**src/rtl/tdm_pkg.sv**
```systemverilog
package tdm_pkg;
  localparam int NIB_W = 4;

  typedef struct packed {
    logic [NIB_W-1:0] nib;
    logic             en;
    logic             fhd;
  } tx_slot_t;

  typedef struct packed {
    logic [NIB_W-1:0] nib;
    logic             dv;
    logic             col;
    logic             crs;
    logic             link;
  } rx_slot_t;
endpackage

```
**src/rtl/tdm_slot_timer.sv**
```systemverilog
module tdm_slot_timer #(
  parameter int NPORTS = 8,
  localparam int SW = (NPORTS > 1) ? $clog2(NPORTS) : 1
) (
  input  logic          clk_i,
  input  logic          rst_ni,
  input  logic          sync_i,
  input  logic          err_clr_i,
  output logic [SW-1:0] cur_slot_o,
  output logic [SW-1:0] nxt_slot_o,
  output logic          active_o,
  output logic          sync_err_o
);
  logic [SW-1:0] cnt_q;
  logic          locked_q;
  logic          err_q;
  logic          bad_sync;

  // an observed sync always defines slot 0
  assign cur_slot_o = sync_i ? '0 : cnt_q;
  assign nxt_slot_o = (cur_slot_o == SW'(NPORTS - 1)) ? '0 : cur_slot_o + 1'b1;
  assign active_o   = locked_q | sync_i;
  assign bad_sync   = sync_i & locked_q & (cnt_q != '0);
  assign sync_err_o = err_q;

  always_ff @(posedge clk_i or negedge rst_ni) begin
    if (!rst_ni) begin
      cnt_q    <= '0;
      locked_q <= 1'b0;
      err_q    <= 1'b0;
    end else begin
      cnt_q    <= nxt_slot_o;
      locked_q <= locked_q | sync_i;
      err_q    <= bad_sync | (err_q & ~err_clr_i);  // set wins over clear
    end
  end

  a_r8_sticky: assert property (@(posedge clk_i) disable iff (!rst_ni)
    err_q && !err_clr_i |=> err_q);
  a_r8_good_sync: assert property (@(posedge clk_i) disable iff (!rst_ni)
    sync_i && locked_q && cnt_q == '0 && !err_q |=> !err_q);
  a_r7_realign: assert property (@(posedge clk_i) disable iff (!rst_ni)
    sync_i |=> cnt_q == SW'(1 % NPORTS));
  a_r6_lock_kept: assert property (@(posedge clk_i) disable iff (!rst_ni)
    locked_q |=> locked_q);
endmodule

```
**src/rtl/tdm_tx_mux.sv**
```systemverilog
module tdm_tx_mux
  import tdm_pkg::*;
#(
  parameter int NPORTS = 8,
  localparam int SW = (NPORTS > 1) ? $clog2(NPORTS) : 1
) (
  input  logic                    clk_i,
  input  logic                    rst_ni,
  input  tx_slot_t [NPORTS-1:0]   tx_i,
  input  logic [SW-1:0]           nxt_slot_i,
  input  logic                    active_i,
  output tx_slot_t                bus_o,
  output logic                    frm_o
);
  tx_slot_t bus_q;
  logic     frm_q;

  // load the owner of the coming slot at the edge that opens it
  always_ff @(posedge clk_i or negedge rst_ni) begin
    if (!rst_ni) begin
      bus_q <= '0;
      frm_q <= 1'b0;
    end else begin
      bus_q <= active_i ? tx_i[nxt_slot_i] : '0;
      frm_q <= active_i && (nxt_slot_i == '0);
    end
  end

  assign bus_o = bus_q;
  assign frm_o = frm_q;

  a_r10_frm_single: assert property (@(posedge clk_i) disable iff (!rst_ni)
    frm_q |=> !frm_q);
  a_r3_quiet: assert property (@(posedge clk_i) disable iff (!rst_ni)
    !active_i |=> bus_q == '0 && !frm_q);
endmodule

```
**src/rtl/tdm_rx_demux.sv**
```systemverilog
module tdm_rx_demux
  import tdm_pkg::*;
#(
  parameter int NPORTS = 8,
  parameter int SKEW   = 2,
  localparam int SW = (NPORTS > 1) ? $clog2(NPORTS) : 1
) (
  input  logic                    clk_i,
  input  logic                    rst_ni,
  input  rx_slot_t                bus_i,
  input  logic [SW-1:0]           cur_slot_i,
  input  logic                    active_i,
  output rx_slot_t [NPORTS-1:0]   rx_o,
  output logic [NPORTS-1:0]       stb_o
);
  rx_slot_t [NPORTS-1:0] rx_q;
  logic [NPORTS-1:0]     stb_q;
  logic [NPORTS-1:0]     hit;

  for (genvar p = 0; p < NPORTS; p++) begin : g_port
    // slot whose receive data belongs to port p
    localparam int CAP = (p + NPORTS - (SKEW % NPORTS)) % NPORTS;
    assign hit[p] = active_i && (cur_slot_i == SW'(CAP));

    a_r4_hold: assert property (@(posedge clk_i) disable iff (!rst_ni)
      !hit[p] |=> $stable(rx_q[p]));
  end

  always_ff @(posedge clk_i or negedge rst_ni) begin
    if (!rst_ni) begin
      rx_q  <= '0;
      stb_q <= '0;
    end else begin
      stb_q <= hit;
      for (int p = 0; p < NPORTS; p++)
        if (hit[p]) rx_q[p] <= bus_i;
    end
  end

  assign rx_o  = rx_q;
  assign stb_o = stb_q;

  a_r5_onehot: assert property (@(posedge clk_i) disable iff (!rst_ni)
    $onehot0(stb_q));
  a_r6_no_stb: assert property (@(posedge clk_i) disable iff (!rst_ni)
    !active_i |=> stb_q == '0);
endmodule

```
**src/rtl/tdm_phy_adapter.sv**
```systemverilog
module tdm_phy_adapter
  import tdm_pkg::*;
#(
  parameter int NPORTS = 8,
  parameter int SKEW   = 2,
  localparam int SW = (NPORTS > 1) ? $clog2(NPORTS) : 1
) (
  input  logic                    clk_i,
  input  logic                    rst_ni,
  input  logic [NPORTS*NIB_W-1:0] tx_nib_i,
  input  logic [NPORTS-1:0]       tx_en_i,
  input  logic [NPORTS-1:0]       tx_fhd_i,
  output logic [NPORTS*NIB_W-1:0] rx_nib_o,
  output logic [NPORTS-1:0]       rx_dv_o,
  output logic [NPORTS-1:0]       rx_col_o,
  output logic [NPORTS-1:0]       rx_crs_o,
  output logic [NPORTS-1:0]       rx_link_o,
  output logic [NPORTS-1:0]       rx_stb_o,
  input  logic                    tdm_sync_i,
  input  logic [NIB_W-1:0]        tdm_rxd_i,
  input  logic                    tdm_rxdv_i,
  input  logic                    tdm_col_i,
  input  logic                    tdm_crs_i,
  input  logic                    tdm_link_i,
  output logic [NIB_W-1:0]        tdm_txd_o,
  output logic                    tdm_txen_o,
  output logic                    tdm_fhd_o,
  output logic                    tdm_frm_o,
  input  logic                    sync_err_clr_i,
  output logic                    sync_err_o
);
  tx_slot_t [NPORTS-1:0] tx_vec;
  rx_slot_t [NPORTS-1:0] rx_vec;
  tx_slot_t              tx_bus;
  rx_slot_t              rx_bus;
  logic [SW-1:0]         cur_slot;
  logic [SW-1:0]         nxt_slot;
  logic                  active;

  for (genvar p = 0; p < NPORTS; p++) begin : g_map
    assign tx_vec[p].nib = tx_nib_i[p*NIB_W +: NIB_W];
    assign tx_vec[p].en  = tx_en_i[p];
    assign tx_vec[p].fhd = tx_fhd_i[p];
    assign rx_nib_o[p*NIB_W +: NIB_W] = rx_vec[p].nib;
    assign rx_dv_o[p]   = rx_vec[p].dv;
    assign rx_col_o[p]  = rx_vec[p].col;
    assign rx_crs_o[p]  = rx_vec[p].crs;
    assign rx_link_o[p] = rx_vec[p].link;
  end

  assign rx_bus.nib  = tdm_rxd_i;
  assign rx_bus.dv   = tdm_rxdv_i;
  assign rx_bus.col  = tdm_col_i;
  assign rx_bus.crs  = tdm_crs_i;
  assign rx_bus.link = tdm_link_i;

  tdm_slot_timer #(.NPORTS(NPORTS)) u_timer (
    .clk_i      (clk_i),
    .rst_ni     (rst_ni),
    .sync_i     (tdm_sync_i),
    .err_clr_i  (sync_err_clr_i),
    .cur_slot_o (cur_slot),
    .nxt_slot_o (nxt_slot),
    .active_o   (active),
    .sync_err_o (sync_err_o)
  );

  tdm_tx_mux #(.NPORTS(NPORTS)) u_tx (
    .clk_i      (clk_i),
    .rst_ni     (rst_ni),
    .tx_i       (tx_vec),
    .nxt_slot_i (nxt_slot),
    .active_i   (active),
    .bus_o      (tx_bus),
    .frm_o      (tdm_frm_o)
  );

  tdm_rx_demux #(.NPORTS(NPORTS), .SKEW(SKEW)) u_rx (
    .clk_i      (clk_i),
    .rst_ni     (rst_ni),
    .bus_i      (rx_bus),
    .cur_slot_i (cur_slot),
    .active_i   (active),
    .rx_o       (rx_vec),
    .stb_o      (rx_stb_o)
  );

  assign tdm_txd_o  = tx_bus.nib;
  assign tdm_txen_o = tx_bus.en;
  assign tdm_fhd_o  = tx_bus.fhd;

  a_r1_frm_bus: assert property (@(posedge clk_i) disable iff (!rst_ni)
    tdm_frm_o |-> $past(active));
  a_r3_no_txen: assert property (@(posedge clk_i) disable iff (!rst_ni)
    !active |=> !tdm_txen_o && !tdm_fhd_o);
endmodule

```
**config.mk**
```make
export PLATFORM = sky130hd
export DESIGN_NAME = tdm_phy_adapter
export DESIGN_NICKNAME = d
export VERILOG_FILES = /design/src/rtl/tdm_pkg.sv /design/src/rtl/tdm_slot_timer.sv /design/src/rtl/tdm_tx_mux.sv /design/src/rtl/tdm_rx_demux.sv /design/src/rtl/tdm_phy_adapter.sv
export SDC_FILE = /design/constraint.sdc
export NUM_CORES = 1
export LEC_CHECK = 0
export BUFFER_PORTS_ARGS = -buffer_cell sky130_fd_sc_hd__clkbuf_2
export CAP_MARGIN = 25
export CORE_MARGIN = 10
export CORE_UTILIZATION = 40
export CTS_CLUSTER_SIZE = 28
export DETAILED_ROUTE_END_ITERATION = 16
export GPL_ROUTABILITY_DRIVEN = 0
export PLACE_DENSITY = 0.68
export SYNTH_ARGS = -nofsm -noshare
export SYNTH_HDL_FRONTEND = slang
export SYNTH_SLANG_ARGS = --single-unit
```
**constraint.sdc**
```tcl
create_clock -name clk_i -period 5.05 [get_ports clk_i]
set_clock_uncertainty 0.05 [all_clocks]
set_input_delay 0.7575 -clock clk_i [delete_from_list [all_inputs] [get_ports clk_i]]
set_output_delay 0.7575 -clock clk_i [all_outputs]
set_load 0.03 [all_outputs]
```
# Word level (Yosys, flattened, before mapping)
# Cells that the tools add are included.
[totals]
reg_bits = 84
in_bits = 60
output_inout_bits = 80
[op_classes]
n_addsub = 1
magnitude_cmp = 1
n_eq_ne = 7
n_mux = 5
bitwise_logic = 6
reduce_logical = 12
[ops]
columns = ["cell", "n"]
rows = [
  ["$bmux W6 S3", 1],
  ["$eq A3 B3 Y1 const B", 4],
  ["$mux W6", 2],
  ["$logic_and A1 B1 Y1", 9],
  ["$eq A3 B2 Y1 const B", 2],
  ["$logic_not A3 Y1", 2],
  ["$mux W3", 2],
  ["$lt A3 B4 Y1 const B", 1],
  ["$add A3 B1 Y3 const B", 1],
  ["$and A1 B1 Y1", 3],
  ["$eq A3 B1 Y1 const B", 1],
  ["$reduce_bool A3 Y1", 1],
  ["$or A1 B1 Y1", 2],
  ["$not A1 Y1", 1],
]

# Logic depth before layout (Yosys ltp)
# Gate-level depths: netlist of the first run.
[logic_depth]
depth_word = 6
depth_mapped = 9
depth_no_buf = 7

# By module
# Synthesis of the first run repeated with hierarchy kept, for this count alone.
[unflattened]
cells_unflattened = 220
area_unflattened_um2 = 3454.6
[modules_own_cells]
columns = ["mod", "n_inst", "cells_each", "area_per_inst_um2", "seq_area_each_um2"]
rows = [
  ["tdm_rx_demux", 1, 155, 2665.1, 1801.7],
  ["tdm_tx_mux", 1, 50, 589.3, 175.2],
  ["tdm_slot_timer", 1, 15, 200.2, 125.1],
]

# Worst setup path after synthesis of the first run
# No wires, ideal clock.
[synth_path]
path_type = "input port to flip-flop"
from = "input port tdm_sync_i"
to = "register u_tx.bus_q (netlist bit u_tx.bus_o[0])"
setup_ns = 0.118
t_arrival_ns = 2.721
path_slack_ns = 2.161
stages = 8
path_cell_list = "clkbuf_1 and3b_2 ha_1 or2_2 buf_6 nor2_8 mux4_2 a21o_1"
[synth_via]
elab_chain_len = 6
[synth_rtl]
columns = ["element", "line_no", "text"]
rows = [
  ["start: declaration", "tdm_phy_adapter.sv:19", "input logic tdm_sync_i,"],
  ["$mux W3 *", "tdm_slot_timer.sv:20", "assign cur_slot_o = sync_i ? '0 : cnt_q;"],
  ["$add A3 B1 Y3 or $eq A3 B3 Y1 (tied branches)", "tdm_slot_timer.sv:21", "assign nxt_slot_o = (cur_slot_o == SW'(NPORTS - 1)) ? '0 : cur_slot_o + 1'b1;"],
  ["$mux W3 *", "tdm_slot_timer.sv:21", ""],
  ["named net nxt_slot[1]", "tdm_phy_adapter.sv:37", "logic [SW-1:0] nxt_slot;"],
  ["$bmux W6 S3 *", "tdm_tx_mux.sv:24", "bus_q <= active_i ? tx_i[nxt_slot_i] : '0;"],
  ["$mux W6 (implied by the code) *", "tdm_tx_mux.sv:24", ""],
  ["$mux W6 *", "tdm_tx_mux.sv:24", ""],
  ["end signal: assignment", "tdm_tx_mux.sv:24", ""],
  ["end: declaration", "tdm_tx_mux.sv:15", "tx_slot_t bus_q;"],
]
# The timed path passes the listed nets; every way through them passes the cells marked *. The select of a mux whose other input is x is not followed.
# A chain may end at the register's enable or synchronous reset.

# Worst setup path in the final report of the first run
[layout_path]
from = "input port tdm_sync_i"
to = "register u_tx.bus_q (netlist bit u_tx.bus_o[1])"
# The elaborated chain is that of the path after synthesis.

==> results of run 1 <==
cells in the final DEF, fill, tap and decap left out, types with 4 or more instances in the layout:
cell      instances
nand2b_1         13
mux2_2           63
inv_1             9
a211oi_1          6
clkbuf_8         11
o22a_1            6
nor2_1            4
nand2_1          15
clkbuf_2        138
a22oi_1           6
dfrtp_1          84
mux4_2            6
a21o_1            6
stage by stage:
step           instances  setup WS, ns  utilization, %  total power (W)
4_1_cts              501          2.23            52.5          0.00237
5_1_grt              502          2.04            52.8          0.00247
3_3_place_gp         485          1.97            50.1          0.00184
3_5_place_dp         485          1.85            50.1          0.00186
2_1_floorplan        246          2.16               -          0.00155
6_report             502          2.21            52.8          0.00234
routing by layer:
layer	share of wire, %	vias up	GRT usage, %	wire length (microns)
met5	0	-	0	0
met4	1.8	0	5.03	184
met3	8.2	17	5.99	813
met2	50	73	24.7	4940
met1	40	1263	18.1	4030
li1	-	1167	-	-
sequential cells by signal, summed over array words and instances, names as in the netlist:
| name | flops |
|---|---|
| u_tx.bus_o | 6 |
| u_rx.rx_o | 64 |
| u_timer.locked_q | 1 |
| u_timer.sync_err_o | 1 |
| u_timer.cnt_q | 3 |
| u_tx.frm_o | 1 |
| u_rx.stb_o | 8 |
power by group:
| group | total, W | leakage, nW | internal [W] | switching, W |
|---|---|---|---|---|
| logic | 0.000892 | 1.28 | 0.000305 | 0.000586 |
| registers | 0.000948 | 1.04 | 0.000851 | 0.0000964 |
| clock network | 0.000502 | 0.110 | 0.000258 | 0.000244 |
cells in the mapped netlist, types with 2 or more instances:
library cell  number  share of area (%)
a22oi_1            6                1.3
buf_4              2               0.42
or2_2              2               0.35
o22a_1             6                1.5
nand2_1           15                1.6
a211oi_1           6                1.3
inv_1              9               0.94
nor2_1             4               0.42
buf_6              2               0.63
a21o_1             6                1.3
nand2b_1          13                2.3
mux2_2            63                 20
dfrtp_1           84                 59
clkbuf_1           3               0.31
mux4_2             6                3.8
ha_1               2               0.70
cells by family after synthesis:
group	Yosys count	share of synthesized area, %
AOI/OAI and AO/OA	27	5.85
muxes	70	23.8
buffers and inverters	18	2.54
xor gates and xnor gates	2	1.01
adders and majority gates	2	0.697
DFF	84	58.5
and+or+nand+nor	43	7.56
how the worst max path moves through the flow:
stage               start                      end  slack [ns]  cells past startpoint
6_report       tdm_sync_i  u_tx.bus_o[1]$_DFF_PN0_        2.21                      6
5_1_grt        tdm_sync_i  u_tx.bus_o[1]$_DFF_PN0_        2.04                      6
4_1_cts        tdm_sync_i  u_tx.bus_o[1]$_DFF_PN0_        2.23                      6
3_5_place_dp   tdm_sync_i  u_tx.bus_o[1]$_DFF_PN0_        1.85                      6
3_3_place_gp   tdm_sync_i  u_tx.bus_o[2]$_DFF_PN0_        1.97                      6
2_1_floorplan  tdm_sync_i  u_tx.bus_o[0]$_DFF_PN0_        2.16                      8
critical path: stages:
cell	delay, ns
clkbuf_2	0.21
or2b_2	0.38
ha_1	0.67
clkinv_1	0.44
mux4_2	0.39
a21o_1	0.19
layout make-up:
type | instances | share of cell area [%]
clock buffers | 11 | 3.29
multi-input cells | 144 | 30.4
repair buffers | 140 | 15.7
inverters | 10 | 0.815
flip-flops and latches | 84 | 45.6
well taps | 108 | 2.93
clock inverters | 5 | 1.25
==> impl_metrics.yaml, run 1 <==
run_status:
  status: "completed"
worst_setup_path:
  worstPathRequired_ns: 5.24
  arrival_ns: 3.04
  reg2reg_slack_ns: 2.35
  cp_max_fo: 25
  startpoint_type: "input pin"
  r2r_cells: 5
  reg2reg_to: "u_tx.bus_o[1]$_DFF_PN0_"
  worstReg2RegStart: "u_timer.cnt_q[1]$_DFF_PN0_"
  criticalPathCategory: "input pin to flop"
  critPathCaptureType: "flop"
cts:
  root_buffer: "clkbuf_8"
  ctsResizeCount: 0
  cts_buffers: 9
  cts_setup_buffers: 0
  cts_tree: "built"
  cts_buffer_depth: 2
  htree_levels: 3
  postCtsHoldBufs: 0
  clock_latency_ns: 0.34
  clk_pin_slew_ns: 0.08
  cts.sinks: 84
logic_synthesis:
  yosys_register_bits: 84
  syn-num-nets: 308
  synth_edf_count: 0
  avgSynthCellArea_sq_um: 14.6
  synth.distinct_cells: 33
  netlist_area_sq_um: 3590
  yosys_warnings: 0
  ys_seq_area_share_pct: 58.5
  synth_flop_cell: "dfrtp_1"
  syn_inst: 246
  ys_async_sr_fraction_pct: 100
timing:
  maxSlewViolCount: 0
  whs_ns: 0.212
  period_share_pct: 56.3
  hold_viol_final: 0
  rsz0062_at_grt: "false"
  fin_setup_tns_ns: 0
  setup_violations: 0
  fmax_mhz: 352
  tightest_slew_ns: 0.850
  maxSlewHeadroom_pct: 42.9
  fin_crit_ns: 2.84
global_routing:
  grt_first_pass_wirelength_microns: 15600
  antenna_found_initial: 0
  grt_use_total_pct: 15.2
  grt_overflow_total: 0
  grt_max_degree: 85
  grt_pass1_vias: 2826
min_path:
  hp-class: "input pin to asynchronous set/reset pin"
finish:
  seq_area_sq_um: 2100
  multi_input_area_sq_um: 1400
  nets: 451
  drive_above_1_share_pct: 60.2
  final_cell_area_sq_um: 4610
  syn2layout_area_growth_pct: 28.3
  fill_cells: 777
  num_antenna_cells: 0
route:
  drtIter0Drc: 83
  drc: 0
  wl_per_cell_microns: 19.9
  vias_per_cell: 5.02
  vias: 2520
  ant_nets: 0
  wl_microns: 9970
  dr.pass1.iters: 4
die:
  dieArea_sq_um: 13200
  die_w_microns: 115
  coreArea_sq_um: 8720
  initial_core_util_pct: 41.2
  chipHeight_microns: 115
  io_pins: 140
  rows: 34
pwr:
  p_leak_nw: 2.43
  ir_drop_uv: 294
  power_density_nw_per_um2: 508
placement:
  portBuffers: 139
  placed_area_sq_um: 4370
  dp_hpwl_microns: 7410
flow_run:
  cap_viol_max_count: 0
(Power assumes the default switching activity.)
==> run 2, diff against run 1 <==
--- a/config.mk
+++ b/config.mk
@@ -12,7 +12,7 @@
 export CTS_CLUSTER_SIZE = 28
 export DETAILED_ROUTE_END_ITERATION = 16
 export GPL_ROUTABILITY_DRIVEN = 0
-export PLACE_DENSITY = 0.68
+export PLACE_DENSITY = 0.7
 export SYNTH_ARGS = -nofsm -noshare
 export SYNTH_HDL_FRONTEND = slang
 export SYNTH_SLANG_ARGS = --single-unit
==> constraint.sdc (replaced) <==
create_clock -name clk_i -period 2.59 [get_ports clk_i]
set_clock_uncertainty 0.05 [all_clocks]
set_input_delay 0.3885 -clock clk_i [delete_from_list [all_inputs] [get_ports clk_i]]
set_output_delay 0.3885 -clock clk_i [all_outputs]
set_load 0.03 [all_outputs]
==> run 2 against run 1 <==
  * Sequential power up 93%
  * Count of clock-buffer cells in the layout decreased by 2
  * Combinational power grew 97%
  * Cell area up 1.1%
  * Register-to-register slack lost 2.2 ns
  * Die area is the same
  * Worst hold slack worse by 0.042 ns
  * Critical path type is now flop to flop
==> impl_metrics.yaml, run 2 (synthesis gave the netlist of run 1 again) <==
cts:
  clock_latency_ns: 0.34
  clk_pin_slew_ns: 0.08
  cts_buffer_depth: 2
  cts_buffers: 9
  cts.sinks: 84
  htree_levels: 3
  ctsResizeCount: 0
  root_buffer: "clkbuf_8"
  cts_tree: "built"
pwr:
  pwr-share-seq_pct: 40.2
  p_leak_nw: 2.46
  intPower_w: 0.00273
  switching_share_pct: 40.1
  ir_drop_uv: 592
  p_sw_w: 0.00183
  power_density_nw_per_um2: 978
  power_frac_comb_pct: 38.7
  clockPowerShare_pct: 21.1
timing:
  fmax_mhz: 415
  fin_crit_ns: 2.41
  maxSlewHeadroom_pct: 59.6
  setup_violations: 0
  rsz0062_at_grt: "false"
  tightest_slew_ns: 0.604
  fin_setup_tns_ns: 0
  whs_ns: 0.170
  hold_viol_final: 0
  period_share_pct: 93.1
  maxSlewViolCount: 0
finish:
  final_cell_mix: "clkbuf_2, dfrtp_1, mux2_2"
  seq_area_sq_um: 2100
  syn2layout_area_growth_pct: 29.7
  mostFrequentLayoutCell: "clkbuf_2"
  drive_above_1_share_pct: 60.7
  multi_input_area_sq_um: 1400
  fill_cells: 765
  nets: 459
  largest_reg_flops: 64
  num_antenna_cells: 0
worst_setup_path:
  cp_top_family: "simple AND/OR/NAND/NOR gates"
  worstPathRequired_ns: 2.78
  criticalPathCategory: "flop to flop"
  critPathCaptureType: "flop"
  crit_cells: 7
  worstPathCellList: "or2b_2 > inv_1 > ha_1 > or2_2 > nor2_8 > mux4_2 > a21o_1"
  reg2reg_to: "u_tx.bus_o[0]$_DFF_PN0_"
  worstReg2RegStart: "u_timer.cnt_q[2]$_DFF_PN0_"
  arrival_ns: 2.60
  endpoint: "u_tx.bus_o[0]$_DFF_PN0_"
  cp_slowest_cell: "mux4_2"
  max_stage_delay_ns: 0.52
  reg2reg_slack_ns: 0.18
  startpoint_type: "flop"
  cp_num_buf_inv: 1
  cp_max_fo: 8
  crit_start: "u_timer.cnt_q[2]$_DFF_PN0_"
  r2r_cells: 7
global_routing:
  grt_max_degree: 56
  grt_pass1_vias: 2766
  grt_overflow_total: 0
  grt_first_pass_wirelength_microns: 15400
  grt_use_total_pct: 15.2
  antenna_found_initial: 0
die:
  rows: 34
  io_pins: 140
  die_w_microns: 115
  dieArea_sq_um: 13200
  coreArea_sq_um: 8720
  chipHeight_microns: 115
  initial_core_util_pct: 41.2
min_path:
  hp-class: "input pin to flop"
route:
  wl_per_cell_microns: 19.3
  dr.pass1.iters: 4
  wl_microns: 9850
  ant_nets: 0
  vias: 2531
  vias_per_cell: 4.96
  drtIter0Drc: 74
  met2_wirelength_microns: 4870
  met3_wirelength_microns: 894
  drc: 0
  top_layer: "met4"
  drt-met1-wl_microns: 3950
placement:
  portBuffers: 139
  dp_hpwl_microns: 7470
flow_run:
  cap_viol_max_count: 0
run_status:
  status: "completed"
-- run 2: final cells by class --
class                           count  share of cell area [%]
Sequential cell                    84                    45.1
Multi-Input combinational cell    144                    30.0
Timing Repair Buffer              148                    16.8
Tap cell                          108                    2.90
Clock buffer                        9                    2.66
Clock inverter                      7                    1.72
Inverter                           10                   0.806
-- run 2: repair_timing --
| action | 4_1_cts | 5_1_grt |
|---|---|---|
| setup buffers | 0 | 0 |
| hold buffers | 1 | 0 |
| endpoints found under the setup margin | 0 | 0 |
| endpoints found under the hold margin | 29 | 0 |
-- run 2: worst min-delay path by stage --
stage | slack (ns) | depth (start not counted) | from | end
4_1_cts | 0.15 | 2 | sync_err_clr_i | u_timer.sync_err_o$_DFF_PN0_
6_report | 0.17 | 2 | sync_err_clr_i | u_timer.sync_err_o$_DFF_PN0_
3_3_place_gp | 0.30 | 1 | rst_ni | u_rx.rx_o[48]$_DFFE_PN0P_
3_5_place_dp | 0.30 | 1 | rst_ni | u_rx.stb_o[1]$_DFF_PN0_
5_1_grt | 0.16 | 2 | sync_err_clr_i | u_timer.sync_err_o$_DFF_PN0_
2_1_floorplan | 0.04 | 0 | rst_ni | u_rx.rx_o[0]$_DFFE_PN0P_
-- run 2: through the flow --
step / util [%] / power [W] / instances / instance area, sq um / worst slack [ns]
floorplan: - / 0.00303 / 246 / 3590 / 0.0703
global placement: 51.0 / 0.00360 / 493 / 4440 / 0.182
detailed placement: 51.0 / 0.00365 / 493 / 4440 / 0.127
CTS: 53.4 / 0.00462 / 510 / 4660 / 0.162
global route: 53.4 / 0.00481 / 510 / 4660 / 0.0824
finish: 53.4 / 0.00455 / 510 / 4660 / 0.178
-- run 2: metal layers --
| layer | up-vias | GRT usage, % |
|---|---|---|
| met1 | 1261 | 17.5 |
| met5 | - | 0 |
| met4 | 0 | 4.62 |
| met2 | 81 | 25.1 |
| met3 | 12 | 6.41 |
| li1 | 1177 | - |
-- run 2: power groups by stage --
stage / Clock (W) / Sequential [W] / Combinational, W
2_1_floorplan: 0 / 0.00255 / 0.000481
3_3_place_gp: 0 / 0.00184 / 0.00176
3_5_place_dp: 0 / 0.00186 / 0.00178
4_1_cts: 0.000991 / 0.00184 / 0.00179
5_1_grt: 0.00105 / 0.00188 / 0.00187
6_report: 0.000959 / 0.00183 / 0.00176
==> run 3, diff against run 2 <==
--- a/config.mk
+++ b/config.mk
@@ -5,7 +5,8 @@
 export SDC_FILE = /design/constraint.sdc
 export NUM_CORES = 1
 export LEC_CHECK = 0
-export BUFFER_PORTS_ARGS = -buffer_cell sky130_fd_sc_hd__clkbuf_2
+export ABC_AREA = 1
+export BUFFER_PORTS_ARGS = -buffer_cell sky130_fd_sc_hd__buf_2
 export CAP_MARGIN = 25
 export CORE_MARGIN = 10
 export CORE_UTILIZATION = 40
==> run 3 against run 2 <==
  * The flow now finishes with violations (negative hold slack)
  * Core utilization decreased by 2.1 points
  * Critical path depth increased by 1
  * Fmax increased by 25%
  * Sequential share of layout area decreased by 0.77 points
  * Synthesized cell count increased by 81%
  * Cell area increased by 1.7%
  * Clock power increased by 2.2%
  * Routed wire length increased by 8.6%
  * Worst setup slack improved by 0.49 ns
  * Critical path type unchanged
  * Critical endpoint is now u_tx.bus_o[1]$_DFF_PN0_
  * Largest power group unchanged
==> impl_metrics.yaml, run 3 <==
run_status:
  status: "finished with violations"
  violations: "negative hold slack"
pwr:
  power_frac_comb_pct: 34.8
  power.total_w: 0.00422
  ir_drop_uv: 575
  switching_share_pct: 39.4
  pwr-share-seq_pct: 42.0
  p_leak_nw: 2.79
  power_density_nw_per_um2: 891
  intPower_w: 0.00256
  clockPowerShare_pct: 23.2
  p_sw_w: 0.00166
min_path:
  hp-class: "input pin to asynchronous set/reset pin"
worst_setup_path:
  critPathCaptureType: "flop"
  crit_start: "u_timer.cnt_q[0]$_DFF_PN0_"
  max_stage_delay_ns: 0.36
  cp_slowest_cell: "dfrtp_1"
  worstPathRequired_ns: 2.77
  reg2reg_to: "u_tx.bus_o[1]$_DFF_PN0_"
  criticalPathCategory: "flop to flop"
  cp_max_fo: 20
  cp_common_cell: "nand2_1"
  cp_top_family: "simple AND/OR/NAND/NOR gates"
  arrival_ns: 2.11
  worstPathCellList: "buf_4 > nand3_1 > nand2_1 > nand2_2 > nand2_1 > nand2_1 > nor2_1 > nor2_1"
  r2r_cells: 8
  worstReg2RegStart: "u_timer.cnt_q[0]$_DFF_PN0_"
  endpoint: "u_tx.bus_o[1]$_DFF_PN0_"
  crit_cells: 8
  cp_num_buf_inv: 1
  reg2reg_slack_ns: 0.67
  startpoint_type: "flop"
logic_synthesis:
  synth_area_leader_cell: "dfrtp_1"
  yosys_warnings: 0
  syn-num-nets: 508
  avgSynthCellArea_sq_um: 8.50
  ys_async_sr_fraction_pct: 100
  yosys_register_bits: 84
  synth_top_area_share_pct: 55.4
  ys_seq_area_share_pct: 55.4
  synth.distinct_cells: 28
  netlist_top_cells_count: "nand2_1, dfrtp_1, inv_1, o21ai_0, o21ai_1"
  yosysMostFrequentCell: "nand2_1"
  synth_flop_cell: "dfrtp_1"
  netlist_area_sq_um: 3790
  syn_inst: 446
  synth_edf_count: 0
  netlist_top_cells_area: "dfrtp_1, nand2_1, inv_1, o21ai_0, o21ai_1"
placement:
  dp_hpwl_microns: 8040
  portBuffers: 139
  placed_area_sq_um: 4530
  dp.cells: 698
cts:
  cts_setup_buffers: 0
  cts_buffer_depth: 2
  cts_tree: "built"
  ctsResizeCount: 0
  htree_levels: 3
  cts_buffers: 9
  root_buffer: "clkbuf_8"
  cts.sinks: 84
  postCtsHoldBufs: 0
  clk_pin_slew_ns: 0.08
  clock_latency_ns: 0.35
finish:
  final_cell_mix: "buf_2, nand2_1, dfrtp_1"
  num_antenna_cells: 0
  fill_cells: 864
  drive_above_1_share_pct: 29.3
  syn2layout_area_growth_pct: 25.0
  mostFrequentLayoutCell: "buf_2"
  largest_reg_flops: 64
  final_cell_area_sq_um: 4740
  nets: 642
  final_cells: 713
timing:
  fin_crit_ns: 1.92
  hold_viol_final: 3
  setup_violations: 0
  maxSlewViolCount: 0
  tightest_slew_ns: 0.610
  fin_setup_tns_ns: 0
  maxSlewHeadroom_pct: 59.3
  fmax_mhz: 520
  whs_ns: -0.00593
  period_share_pct: 74.3
  rsz0062_at_grt: "false"
global_routing:
  antenna_found_initial: 0
  grt_use_total_pct: 15.3
  grt_max_degree: 47
  grt_overflow_total: 0
  grt_pass1_vias: 3318
  grt_first_pass_wirelength_microns: 17300
route:
  vias: 3286
  vias_per_cell: 4.61
  drtIter0Drc: 211
  drc: 0
  wl_microns: 10700
  ant_nets: 0
  wl_per_cell_microns: 15.0
  dr.pass1.iters: 4
die:
  chipHeight_microns: 117
  initial_core_util_pct: 41.0
  rows: 35
  die_w_microns: 117
  io_pins: 140
  coreArea_sq_um: 9240
  dieArea_sq_um: 13800
flow_run:
  cap_viol_max_count: 0
-- run 3: cell families after synthesis --
kind of cell | after synthesis | synth area share [%]
compound gates | 73 | 9.73
fa+ha+maj | 2 | 0.660
buf+inv | 95 | 11.5
flops | 84 | 55.4
simple gates | 192 | 22.6
-- run 3: metal layers --
layer,track usage (%),routed length (microns),vias up
met5,0,0,-
met4,3.44,102,0
met3,4.41,570,12
met2,26.6,5440,84
met1,18.0,4570,1552
li1,-,-,1638
-- run 3: power groups by stage --
| stage | clock network (W) | registers, W | logic (W) |
|---|---|---|---|
| 4_1_cts | 0.00100 | 0.00177 | 0.00150 |
| 3_3_place_gp | 0 | 0.00178 | 0.00147 |
| 5_1_grt | 0.00106 | 0.00181 | 0.00159 |
| 6_report | 0.000980 | 0.00177 | 0.00147 |
| 2_1_floorplan | 0 | 0.00238 | 0.000394 |
| 3_5_place_dp | 0 | 0.00179 | 0.00149 |
-- run 3: cell type report --
class | count | area, sq um | share of cell area, %
clock buffers | 10 | 128 | 2.69
repair buffers | 142 | 733 | 15.5
multi-input cells | 267 | 1250 | 26.4
inverters | 76 | 285 | 6.02
well taps | 129 | 161 | 3.41
flip-flops and latches | 84 | 2100 | 44.4
clock inverters | 5 | 77.6 | 1.64
-- run 3: worst min path at each step --
| stage | cells past startpoint | end | slack (ns) |
|---|---|---|---|
| floorplan | 0 | u_rx.rx_o[0]$_DFFE_PN0P_ | 0.04 |
| global placement | 1 | u_rx.stb_o[4]$_DFF_PN0_ | 0.38 |
| detailed placement | 1 | u_rx.stb_o[4]$_DFF_PN0_ | 0.39 |
| CTS | 1 | u_rx.stb_o[4]$_DFF_PN0_ | 0.01 |
| global route | 1 | u_rx.stb_o[6]$_DFF_PN0_ | 0.04 |
| finish | 1 | u_rx.stb_o[4]$_DFF_PN0_ | -0.006 |
-- run 3: stage by stage --
stage	setup WS, ns	util, %
2_1_floorplan	1.04	-
3_3_place_gp	0.669	49.1
3_5_place_dp	0.601	49.1
4_1_cts	0.664	51.3
5_1_grt	0.464	51.3
6_report	0.665	51.3
